**src/rtl/rdseq_pkg.sv**
```systemverilog
`timescale 1ns/1ps
package rdseq_pkg;
  localparam int BYTE_W = 8;
  localparam int DEV_W  = 7;

  // command register bits decoded by the engine
  localparam int CB_START = 7;
  localparam int CB_STOP  = 6;
  localparam int CB_READ  = 5;
  localparam int CB_WRITE = 4;
  localparam int CB_NACK  = 3;
  // status register bits driven by the engine
  localparam int SB_RXNACK = 7;
  localparam int SB_BUSY   = 1;

  localparam logic [BYTE_W-1:0] CMD_STOP_ONLY = BYTE_W'(1 << CB_STOP);

  typedef enum logic [2:0] {
    ST_IDLE, ST_TXW, ST_CMDW, ST_POLL, ST_RXR, ST_STOPW, ST_FIN
  } seq_state_e;

  typedef enum logic [1:0] {SEL_TX, SEL_CMD, SEL_STAT, SEL_RX} reg_sel_e;

  typedef struct packed {
    logic              we;
    reg_sel_e          sel;
    logic [BYTE_W-1:0] wdata;
  } acc_t;

  // command byte for each of the four program steps
  function automatic logic [BYTE_W-1:0] cmd_for_step(input logic [1:0] step);
    case (step)
      2'd1:    return BYTE_W'(1 << CB_WRITE);
      2'd3:    return BYTE_W'((1 << CB_READ) | (1 << CB_NACK) | (1 << CB_STOP));
      default: return BYTE_W'((1 << CB_START) | (1 << CB_WRITE));
    endcase
  endfunction

  // transmit byte for the three write steps
  function automatic logic [BYTE_W-1:0] tx_for_step(input logic [1:0] step,
                                                    input logic [DEV_W-1:0] dev,
                                                    input logic [BYTE_W-1:0] rg);
    case (step)
      2'd0:    return {dev, 1'b0};
      2'd1:    return rg;
      default: return {dev, 1'b1};
    endcase
  endfunction
endpackage

```
**src/rtl/rdseq_bus_port.sv**
```systemverilog
`timescale 1ns/1ps
module rdseq_bus_port
  import rdseq_pkg::*;
#(
  parameter int ADDR_W    = 3,
  parameter int ADDR_TX   = 3,
  parameter int ADDR_CMD  = 4,
  parameter int ADDR_STAT = 4,
  parameter int ADDR_RX   = 3
) (
  input  logic              clk,
  input  logic              rst_n,
  input  logic              go,
  input  acc_t              acc,
  output logic              free,
  output logic              done,
  output logic [BYTE_W-1:0] rdata,
  output logic              bus_req,
  output logic              bus_we,
  output logic [ADDR_W-1:0] bus_addr,
  output logic [BYTE_W-1:0] bus_wdata,
  input  logic [BYTE_W-1:0] bus_rdata,
  input  logic              bus_ack
);
  logic [ADDR_W-1:0] sel_addr;

  always_comb begin
    case (acc.sel)
      SEL_TX:   sel_addr = ADDR_W'(ADDR_TX);
      SEL_CMD:  sel_addr = ADDR_W'(ADDR_CMD);
      SEL_STAT: sel_addr = ADDR_W'(ADDR_STAT);
      default:  sel_addr = ADDR_W'(ADDR_RX);
    endcase
  end

  always_ff @(posedge clk) begin
    if (!rst_n) begin
      bus_req   <= 1'b0;
      bus_we    <= 1'b0;
      bus_addr  <= '0;
      bus_wdata <= '0;
    end else if (bus_req && bus_ack) begin
      bus_req <= 1'b0;
    end else if (go && !bus_req) begin
      bus_req   <= 1'b1;
      bus_we    <= acc.we;
      bus_addr  <= sel_addr;
      bus_wdata <= acc.wdata;
    end
  end

  assign free  = !bus_req;
  assign done  = bus_req && bus_ack;
  assign rdata = bus_rdata;

  // request and its fields held until acknowledged
  p_req_hold_r7: assert property (@(posedge clk) disable iff (!rst_n)
    (bus_req && !bus_ack) |=> (bus_req && $stable(bus_addr) && $stable(bus_we) && $stable(bus_wdata)));
  // request released after acknowledge
  p_req_drop_r7: assert property (@(posedge clk) disable iff (!rst_n)
    (bus_req && bus_ack) |=> !bus_req);
endmodule

```
**src/rtl/rdseq_poll_timer.sv**
```systemverilog
`timescale 1ns/1ps
module rdseq_poll_timer #(
  parameter int LIMIT = 1000
) (
  input  logic clk,
  input  logic rst_n,
  input  logic clr,
  input  logic hit,
  output logic expired
);
  localparam int CNT_W = $clog2(LIMIT + 1);
  logic [CNT_W-1:0] cnt;

  assign expired = hit && (cnt == CNT_W'(LIMIT - 1));

  always_ff @(posedge clk) begin
    if (!rst_n || clr) cnt <= '0;
    else if (hit && !expired) cnt <= cnt + 1'b1;
  end

  // count of busy polls never reaches the limit
  p_cnt_bound_r9: assert property (@(posedge clk) disable iff (!rst_n)
    cnt < CNT_W'(LIMIT));
endmodule

```
**src/rtl/rdseq_step_ctl.sv**
```systemverilog
`timescale 1ns/1ps
module rdseq_step_ctl
  import rdseq_pkg::*;
(
  input  logic              clk,
  input  logic              rst_n,
  input  logic              start,
  input  logic [DEV_W-1:0]  dev_in,
  input  logic [BYTE_W-1:0] reg_in,
  output logic              acc_go,
  output acc_t              acc,
  input  logic              acc_free,
  input  logic              acc_done,
  input  logic [BYTE_W-1:0] acc_rdata,
  output logic              tmr_clr,
  output logic              tmr_hit,
  input  logic              tmr_expired,
  output logic              busy,
  output logic              done,
  output logic              err,
  output logic [BYTE_W-1:0] rd_data
);
  seq_state_e        state;
  logic [1:0]        step;
  logic [DEV_W-1:0]  dev_q;
  logic [BYTE_W-1:0] reg_q;
  logic              st_busy, st_nack, active;

  assign st_busy = acc_rdata[SB_BUSY];
  assign st_nack = acc_rdata[SB_RXNACK];
  assign active  = (state != ST_IDLE) && (state != ST_FIN);
  assign acc_go  = active && acc_free;
  assign tmr_clr = (state == ST_CMDW) && acc_done;
  assign tmr_hit = (state == ST_POLL) && acc_done && st_busy;
  assign busy    = (state != ST_IDLE);
  assign done    = (state == ST_FIN);

  always_comb begin
    acc = '{we: 1'b1, sel: SEL_CMD, wdata: cmd_for_step(step)};
    case (state)
      ST_TXW:   acc = '{we: 1'b1, sel: SEL_TX,   wdata: tx_for_step(step, dev_q, reg_q)};
      ST_POLL:  acc = '{we: 1'b0, sel: SEL_STAT, wdata: '0};
      ST_RXR:   acc = '{we: 1'b0, sel: SEL_RX,   wdata: '0};
      ST_STOPW: acc = '{we: 1'b1, sel: SEL_CMD,  wdata: CMD_STOP_ONLY};
      default:  ;
    endcase
  end

  always_ff @(posedge clk) begin
    if (!rst_n) begin
      state   <= ST_IDLE;
      step    <= 2'd0;
      dev_q   <= '0;
      reg_q   <= '0;
      err     <= 1'b0;
      rd_data <= '0;
    end else begin
      case (state)
        ST_IDLE: if (start) begin
          dev_q <= dev_in;
          reg_q <= reg_in;
          step  <= 2'd0;
          state <= ST_TXW;
        end
        ST_TXW:  if (acc_done) state <= ST_CMDW;
        ST_CMDW: if (acc_done) state <= ST_POLL;
        ST_POLL: if (acc_done) begin
          if (st_busy) begin
            if (tmr_expired) state <= ST_STOPW;
          end else if (step != 2'd3 && st_nack) begin
            state <= ST_STOPW;
          end else if (step == 2'd3) begin
            state <= ST_RXR;
          end else if (step == 2'd2) begin
            step  <= 2'd3;
            state <= ST_CMDW;
          end else begin
            step  <= step + 2'd1;
            state <= ST_TXW;
          end
        end
        ST_RXR: if (acc_done) begin
          rd_data <= acc_rdata;
          err     <= 1'b0;
          state   <= ST_FIN;
        end
        ST_STOPW: if (acc_done) begin
          rd_data <= '0;
          err     <= 1'b1;
          state   <= ST_FIN;
        end
        default: state <= ST_IDLE;
      endcase
    end
  end

  // accepted request makes the block busy
  p_busy_rise_r1: assert property (@(posedge clk) disable iff (!rst_n)
    (!busy && start) |=> busy);
  // done lasts one cycle
  p_done_pulse_r10: assert property (@(posedge clk) disable iff (!rst_n)
    done |=> !done);
  // idle right after done
  p_done_idle_r10: assert property (@(posedge clk) disable iff (!rst_n)
    done |=> !busy);
  // error completion carries a zero byte
  p_err_zero_r8: assert property (@(posedge clk) disable iff (!rst_n)
    (done && err) |-> (rd_data == '0));
endmodule

```
**src/rtl/i2c_rdseq.sv**
```systemverilog
`timescale 1ns/1ps
module i2c_rdseq
  import rdseq_pkg::*;
#(
  parameter int ADDR_W    = 3,
  parameter int ADDR_TX   = 3,
  parameter int ADDR_CMD  = 4,
  parameter int ADDR_STAT = 4,
  parameter int ADDR_RX   = 3,
  parameter int POLL_MAX  = 1000
) (
  input  logic              clk,
  input  logic              rst_n,
  input  logic              start,
  input  logic [6:0]        dev_addr,
  input  logic [7:0]        reg_addr,
  output logic              busy,
  output logic              done,
  output logic              err,
  output logic [7:0]        rd_data,
  output logic              bus_req,
  output logic              bus_we,
  output logic [ADDR_W-1:0] bus_addr,
  output logic [7:0]        bus_wdata,
  input  logic [7:0]        bus_rdata,
  input  logic              bus_ack
);
  acc_t              acc;
  logic              acc_go, acc_free, acc_done;
  logic [BYTE_W-1:0] acc_rdata;
  logic              tmr_clr, tmr_hit, tmr_expired;

  rdseq_step_ctl u_ctl (
    .clk(clk), .rst_n(rst_n), .start(start), .dev_in(dev_addr), .reg_in(reg_addr),
    .acc_go(acc_go), .acc(acc), .acc_free(acc_free), .acc_done(acc_done),
    .acc_rdata(acc_rdata), .tmr_clr(tmr_clr), .tmr_hit(tmr_hit),
    .tmr_expired(tmr_expired), .busy(busy), .done(done), .err(err), .rd_data(rd_data)
  );

  rdseq_bus_port #(
    .ADDR_W(ADDR_W), .ADDR_TX(ADDR_TX), .ADDR_CMD(ADDR_CMD),
    .ADDR_STAT(ADDR_STAT), .ADDR_RX(ADDR_RX)
  ) u_bus (
    .clk(clk), .rst_n(rst_n), .go(acc_go), .acc(acc), .free(acc_free),
    .done(acc_done), .rdata(acc_rdata), .bus_req(bus_req), .bus_we(bus_we),
    .bus_addr(bus_addr), .bus_wdata(bus_wdata), .bus_rdata(bus_rdata), .bus_ack(bus_ack)
  );

  rdseq_poll_timer #(.LIMIT(POLL_MAX)) u_tmr (
    .clk(clk), .rst_n(rst_n), .clr(tmr_clr), .hit(tmr_hit), .expired(tmr_expired)
  );
endmodule

```
**config.mk**
```make
export PLATFORM = sky130hd
export DESIGN_NAME = i2c_rdseq
export DESIGN_NICKNAME = d
export VERILOG_FILES = /design/src/rtl/rdseq_pkg.sv /design/src/rtl/rdseq_bus_port.sv /design/src/rtl/rdseq_poll_timer.sv /design/src/rtl/rdseq_step_ctl.sv /design/src/rtl/i2c_rdseq.sv
export SDC_FILE = /design/constraint.sdc
export NUM_CORES = 1
export LEC_CHECK = 0
export BUFFER_PORTS_ARGS = -buffer_cell sky130_fd_sc_hd__buf_4
export CORE_MARGIN = 1
export CORE_UTILIZATION = 55
export CTS_CLUSTER_DIAMETER = 200
export CTS_CLUSTER_SIZE = 12
export DETAILED_ROUTE_END_ITERATION = 8
export GPL_TIMING_DRIVEN = 0
export PLACE_DENSITY = 0.9
export SYNTH_ARGS = -nofsm -noshare
export SYNTH_HDL_FRONTEND = slang
export SYNTH_SLANG_ARGS = --single-unit
```
**constraint.sdc**
```tcl
create_clock -name clk -period 3.5 [get_ports clk]
set_input_delay 0.7 -clock clk [delete_from_list [all_inputs] [get_ports clk]]
set_output_delay 0.7 -clock clk [all_outputs]
set_load 0.05 [all_outputs]
```
==> results of run 1 <==
## cell families after synthesis
kind of cell             share of synthesized area [%]
AO/OA/AOI/OAI                                     19.0
XOR/XNOR                                          2.77
adder cells (fa/ha/maj)                           4.26
buffers and inverters                             4.56
flip-flops                                        40.4
multiplexers                                      2.43
AND/OR/NAND/NOR                                   26.5
## registers in the layout, indices dropped and copies added (netlist names)
signal / cells
u_tmr.cnt: 10
u_bus.bus_wdata: 8
u_ctl.rd_data: 8
u_ctl.reg_q: 8
u_ctl.dev_q: 7
u_ctl.state: 3
u_bus.bus_addr: 2
u_ctl.step: 2
u_bus.bus_req: 1
u_bus.bus_we: 1
u_ctl.err: 1
## placed cells by master (no fill, tap or decap), types with 5 or more instances in the layout
master and count:
nand3_1 17, nand2_1 49, clkbuf_1 7, a21oi_1 31, xor2_1 7, ha_1 7, clkbuf_8 6, mux2i_1 5
a22oi_1 5, buf_4 51, inv_1 8, buf_2 5, nor2_1 30, o21ai_0 11, dfxtp_1 51
## cell type report
class	count	area, um2	area share, %
Sequential cell	51	1020	33.3
Tap cell	52	65.1	2.12
Clock inverter	2	16.3	0.531
Buffer	15	81.3	2.65
Multi-Input combinational cell	223	1390	45.3
Clock buffer	6	82.6	2.69
Timing Repair Buffer	50	375	12.2
Inverter	9	33.8	1.10
## power by group through the flow
stage                     Sequential [mW]  Clock [mW]  Combinational [mW]
after detailed placement            0.741           0               0.810
after global placement              0.738           0               0.794
after global routing                0.740       0.394               0.874
after floorplan                     0.885           0               0.446
final                               0.730       0.363               0.817
after CTS                           0.729       0.368               0.811
## final timing paths
kind | start | to | depth (start not counted)
worst max-delay path | u_ctl.state[1] | done | 4
worst min-delay path | u_ctl.rd_data[7] | u_ctl.rd_data[7] | 2
worst max register to register | u_ctl.step[0] | u_bus.bus_wdata[7] | 6
worst min register to register | u_ctl.rd_data[7] | u_ctl.rd_data[7] | 2
## critical path, cell delays in order (launching register included)
cell	delay (ns)
dfxtp_1	0.53
buf_6	0.19
clkbuf_1	0.38
and3_1	0.22
buf_4	0.19
## per-stage QoR
| step | area (um2) | power (mW) |
|---|---|---|
| 5_1_grt | 3070 | 2.01 |
| 6_report | 3070 | 1.91 |
| 3_3_place_gp | 2970 | 1.53 |
| 2_1_floorplan | 2530 | 1.33 |
| 4_1_cts | 3070 | 1.91 |
| 3_5_place_dp | 2970 | 1.55 |
## routing by layer
layer	global-route usage [%]	wire (um)	vias up
met4	10.0	69	0
met3	4.94	277	8
li1	-	-	1156
met1	34.0	2630	1103
met2	40.5	2870	70
met5	0	0	-
==> results by stage, run 1 <==
Floorplan:
- After floorplanning, the core was divided into 24 placement rows.
- Measured along the y axis, the die boundary spans 69.8 um.
- The floorplan step defined a core boundary enclosing between 4000 and 5000 um2.
- The die area is 4870 um2.
- The number of top-level design ports is 51.
- The effective utilization at floorplan is 57.6%.
- From left edge to right edge, the die measures 69.8 um.

Drt:
- The number of DRC violations after detailed routing is 0.
- The detail-routed net length per standard cell is 14.3 um.
- Summed over all layers, the routed wires come to 5850 um.
- The count of vias placed by the detailed router is about 2300.
- After detailed routing, the number of vias per cell comes to 5.73.
- The detail route stage leaves a number of antenna-violating nets equal to 0.
- The pre-antenna-repair detailed-routing pass consisted of 4 iterations.
- The initial DRC count is 174.

Clocking:
- The quantity of gates resized following cts is 0.
- The number of setup buffers added after CTS is 0.
- After clock tree synthesis, the clock-pin slew on the worst setup and hold paths is around 0.1 ns.
- The number of sinks handled by clock tree synthesis is 51.
- Clock latency on the worst-skew pair, taken at its later pin, is around 0.31 ns.
- CTS built an H-tree with a depth of 2.
- The number of buffers inserted by hold repair at cts is 0.
- The longest clock path from root to sink contains 2 buffers.
- The number of buffers added by the clock tree synthesis step is 5.
- The TritonCTS clock tree is yes.
- The cell chosen for the clock root is clkbuf_8.

Place:
- The worst slack after detailed placement is approximately 1.4 ns.
- During placement, the flow inserted port buffers numbering 50.
- Once detailed placement completed, the half-perimeter wirelength came to between 4000 and 5000 um.
- Including well taps, the total number of placed cells is 400.
- The final weighted congestion of routability-driven global placement is approximately 0.90.

Yosys:
- For this run, asynchronously set or reset flops after synthesis account for 0%.
- In this run, synthesis produced a sequential element count of 51.
- The number of different library cells used by synthesis comes to 57.
- The total nets after synthesis is 332.
- Summing the sequential cell areas from Yosys gives 40.4% of the chip area.
- The cell area that synthesis handed to floorplanning was approximately 2500 um2.
- The average footprint of a synthesized cell is around 8.5 um2.
- The count of flip-flops with a built-in enable after synthesis is 0.
- By count the netlist is led by 51 x dfxtp_1, 49 x nand2_1, 31 x a21oi_1.
- Ranked by total cell area, the synthesized netlist is headed by dfxtp_1 40%, nand2_1 7.3%, a21oi_1 6.1%.
- The synthesized instance count is 298.
- The dominant cell by count in the synthesized netlist is dfxtp_1.
- Summed over all instances, the cell type with the most area after synthesis is dfxtp_1.
- The share of the synthesized area in the top cell type is 40.4%.
- The number of warnings reported in the yosys synthesis log is 0.
- The top flip-flop cell by instance count after synthesis is dfxtp_1.

Critical path:
- The peak fanout along the critical path is 10.
- The worst setup path is captured at an output pin.
- The type of the worst setup path is reg -> out.
- Data arrives at the worst endpoint at 1.82 ns.
- The data required time of the critical path is approximately 2.8 ns.
- STA classifies the critical path startpoint as a flop.
- The worst setup slack for register-to-register paths is 1.62 ns.

STA:
- The hold slack is 0.455 ns.
- The highest achievable clock rate is 397 MHz.
- Adding up every negative setup slack in the final design gives 0 ns.
- Setup violations remaining at the end of the flow were counted as 0.
- The worst path meets setup with between 0.9 and 1 ns of slack.
- The minimum period implied by the final worst setup slack is 2.52 ns.
- For the final database, setup skew stands at just under 0.007 ns.
- In the finished design, the share of the clock period the worst path needs comes to a little under three quarters.
- The number of hold violations in the final report is 0.
- The max-slew violation total from the final report is 0.
- Setup repair after global routing left no endpoint under its margin.
- The worst relative slew slack is 62.2%.
- The transition time at the pin with the least slew margin is ~0.57 ns.

Power and ir drop:
- The share of power burned in combinational logic is 42.8%.
- The net switching share of the total power is approximately two fifths.
- Of the total power, the clock network draws 19.0%.
- The switching power summed over all nets is roughly 800 uW.
- The worst ir drop on vdd is about 530 uV.
- In this run, flip-flops and latches consume 38.2% of the power.
- In this run the power density over the cells is 623 nW/um2.
- The internal power of the cells totals 1.11 mW.
- In this run the static leakage power is 1.30 nW.

Final layout:
- The repair_antennas step left the layout with diodes totalling 0.
- Fill cells in the final layout number 341.
- Once layout is complete, the cells apart from fillers number a little over 400.
- The post-route netlist has 23.6% of its cells at a drive strength greater than 1.
- At the end of the flow, the number of nets in the layout was 389.
- Compared with the post-synthesis result, the final layout area differs by 21.3%.
- The final cell utilization of the core is between 60 and 70%.

Run:
- The tool flagged a number of max-cap violations equal to 0.

GRT:
- The number of global-route vias before repair came to 2248.
- The initial antenna violation count was 0.
- The wire length of the first global-routing pass is about 10000 um.
- The sum of overflow across all layers after global routing is 0.
- In the global route stage, overall resource usage came out at 25.4%.
- The pin count of the biggest net entering global routing is 17.

Run status:
- The run finished with clean final reports.

Worst hold path:
- The path type of the worst min-delay path is reg -> reg.
Power figures use the tool's default switching activity.
==> inputs of run 2 (changes only) <==
--- a/config.mk
+++ b/config.mk
@@ -7,12 +7,12 @@
 export LEC_CHECK = 0
 export BUFFER_PORTS_ARGS = -buffer_cell sky130_fd_sc_hd__buf_4
 export CORE_MARGIN = 1
-export CORE_UTILIZATION = 55
+export CORE_UTILIZATION = 49
 export CTS_CLUSTER_DIAMETER = 200
 export CTS_CLUSTER_SIZE = 12
 export DETAILED_ROUTE_END_ITERATION = 8
 export GPL_TIMING_DRIVEN = 0
-export PLACE_DENSITY = 0.9
+export PLACE_DENSITY = 0.85
 export SYNTH_ARGS = -nofsm -noshare
 export SYNTH_HDL_FRONTEND = slang
 export SYNTH_SLANG_ARGS = --single-unit
==> constraint.sdc (replaced) <==
create_clock -name clk -period 2.1 [get_ports clk]
set_input_delay 0.42 -clock clk [delete_from_list [all_inputs] [get_ports clk]]
set_output_delay 0.42 -clock clk [all_outputs]
set_load 0.05 [all_outputs]
==> results by stage, run 2 (synthesis gave the netlist of run 1 again) <==
Clocking:
- Clock tree synthesis inserted a total of 5 buffers.
- TritonCTS built the clock tree.
- The total number of H-tree levels is 2.
- The number of sinks handled by clock tree synthesis is 51.
- The clock slew seen by the registers of the worst setup and hold paths is roughly 0.10 ns.
- The cell chosen for the clock root is clkbuf_8.
- The maximum clock insertion buffer count is 2.
- The insertion delay of the later-clocked pin in the worst-skew pair is 0.31 ns.
- The number of setup buffers added after CTS is 0.

GRT:
- The initial antenna violation count was 0.
- The wire length of the first global-routing pass is around 9700 um.
- The number of global-route vias before repair is between 2000 and 2500.
- The pin count of the biggest net entering global routing is 16.
- Across every metal layer, demand over resource in global routing totals 23.2%.
- After global routing the overflow that remains totals 0.

Run status:
- The flow ran to the end, and the final reports show no timing, DRC or antenna violations.

Drt:
- The detail-routed net length per standard cell is 14.0 um.
- The detailed router placed 2319 vias in this run.
- In this run the remaining antenna-violating nets after routing total 0.
- The sum of routed wire length over all layers is 5930 um.
- For this run, design rule violations remaining after detail routing come to 0.
- After detailed routing, the number of vias per cell comes to approximately 5.5.
- The first routing iteration left 106 violations.
- The first detailed-routing pass took 5 iterations.

Final layout:
- The flip-flop count of the largest register, all copies and words added is 10.
- Relative to the synthesized area, the layout overhead comes to 23.0%.
- Across the whole layout, storage elements account for between 1000 and 1500 um2.
- 0 antenna diodes ended up in the layout.
- Leaving out fill and tap cells, the most frequent cells in the layout are 50 x buf_4, 49 x nand2_1, 49 x dfxtp_1, 31 x a21oi_1, 30 x nor2_1.
- The library cell used most frequently in the layout, excluding fill and tap cells, is buf_4.
- In the final design database the tool counted between 300 and 400 nets.
- Cells fill 64.1% of the core in the end.
- In the final layout, the multi-input gates occupy ~1400 um2.
- Cells with a size suffix above 1 make up 25.0% of the layout.
- The post-route standard cell area excluding fillers is 3110 um2.
- Counting the fill cells in the layout gives 406.
- The register with the most flip-flops in the final layout is u_tmr.cnt.

Critical path:
- STA classifies the critical path endpoint as an output pin.
- Data on the critical path is required at its endpoint by 1.68 ns.
- The critical path arrival is 1.60 ns.
- The critical path is of the reg -> out type.
- The worst setup path is launched from a flop.
- The peak fanout along the critical path is 10.

STA:
- The highest achievable clock rate is 495 MHz.
- The transition time at the pin with the least slew margin is 0.517 ns.
- The number of hold violations in the final report is 0.
- The hold slack is 0.346 ns.
- The worst relative slew slack is 65.4%.
- The worst path setup slack after routing is 0.0791 ns.
- For the final database, setup skew stands at 0.0124 ns.
- In the finished design, the share of the clock period the worst path needs comes to 96.2%.
- The setup TNS is 0 ns.
- Setup repair after global routing left no endpoint under its margin.
- The worst path in the final design needs a cycle of about 2 ns, including I/O delays and setup.
- The max-slew violation total from the final report is 0.
- Setup violations remaining at the end of the flow were counted as 0.

Floorplan:
- The floorplan step set the die width to between 70 and 80 um.
- The area of the core is 4850 um2.
- The die outline height is 73.8 um.
- The die area is 5450 um2.
- The floorplan has 25 rows.
- The number of top-level design ports is a little over 50.
- The effective utilization at floorplan is approximately 52%.

Place:
- The count of input and output buffers is 50.
- Summed over all nets, the half-perimeter wirelength after detailed placement is 4310 um.
- At the end of routability-driven placement, the weighted congestion stood at 0.873.
- Once placement finished, the instance area stood at 2990 um2.
- The worst slack after detailed placement is 0.183 ns.

Power and ir drop:
- The leakage power of the design is 1.31 nW.
- In this run the power density over the cells is around 1000 nW/um2.
- The worst-case IR drop observed on VDD is between 700 and 800 uV.

Worst hold path:
- The path type of the worst min-delay path is in -> reg.

Run:
- The number of maximum-capacitance constraint violations is 0.
run 2: cell count changes in the layout (fill, tap and decap cells not counted), sizes merged:
cell	before	now
clkbuf	13	16
clkinv	1	0
buf	58	56
run 2: what timing repair did:
action,in CTS,in global routing
pin swaps,0,0
hold buffers,0,0
resized for setup,1,8
setup endpoints to repair,1,2
gates cloned,0,0
run 2: worst paths after layout:
| check | cells past startpoint | to | start | slack, ns |
|---|---|---|---|---|
| max | 4 | busy | u_ctl.state[2] | 0.08 |
| min | 3 | u_ctl.dev_q[3] | dev_addr[3] | 0.35 |
| max reg2reg | 6 | u_bus.bus_wdata[4] | u_ctl.step[0] | 0.17 |
| min reg2reg | 2 | u_ctl.rd_data[0] | u_ctl.rd_data[0] | 0.46 |
run 2: stage by stage:
stage / power, mW / std cells
2_1_floorplan: 2.22 / 298
3_3_place_gp: 2.56 / 415
3_5_place_dp: 2.58 / 415
4_1_cts: 3.21 / 423
5_1_grt: 3.42 / 423
6_report: 3.23 / 423
run 2: metal layers:
metal,global-route usage (%),up-vias,share of wire [%],wire length (um)
met5,0,-,0,0
met4,7.91,0,1.6,96
met3,4.94,10,5.5,326
met2,38.2,71,50,2970
met1,30.0,1085,43,2540
li1,-,1153,-,-
run 2: worst max-delay path, cell delays in order, from the launching register on:
cell and delay, ns:
dfxtp_2 0.37, clkbuf_4 0.19, clkbuf_4 0.20, or3_4 0.36
buf_6 0.16
run 2: power by group:
part           internal [mW]  total, mW  switching, mW
logic                  0.503       1.38          0.878
clock network          0.300      0.632          0.332
registers               1.11       1.22          0.114
run 2: cell type report:
type / instances / share of cell area [%]
multi-input combinational: 223 / 44.9
sequential: 51 / 32.9
timing repair buffer: 50 / 12.2
clock buffer: 7 / 3.10
buffer: 15 / 2.86
tap: 67 / 2.70
inverter: 9 / 1.09
clock inverter: 1 / 0.242
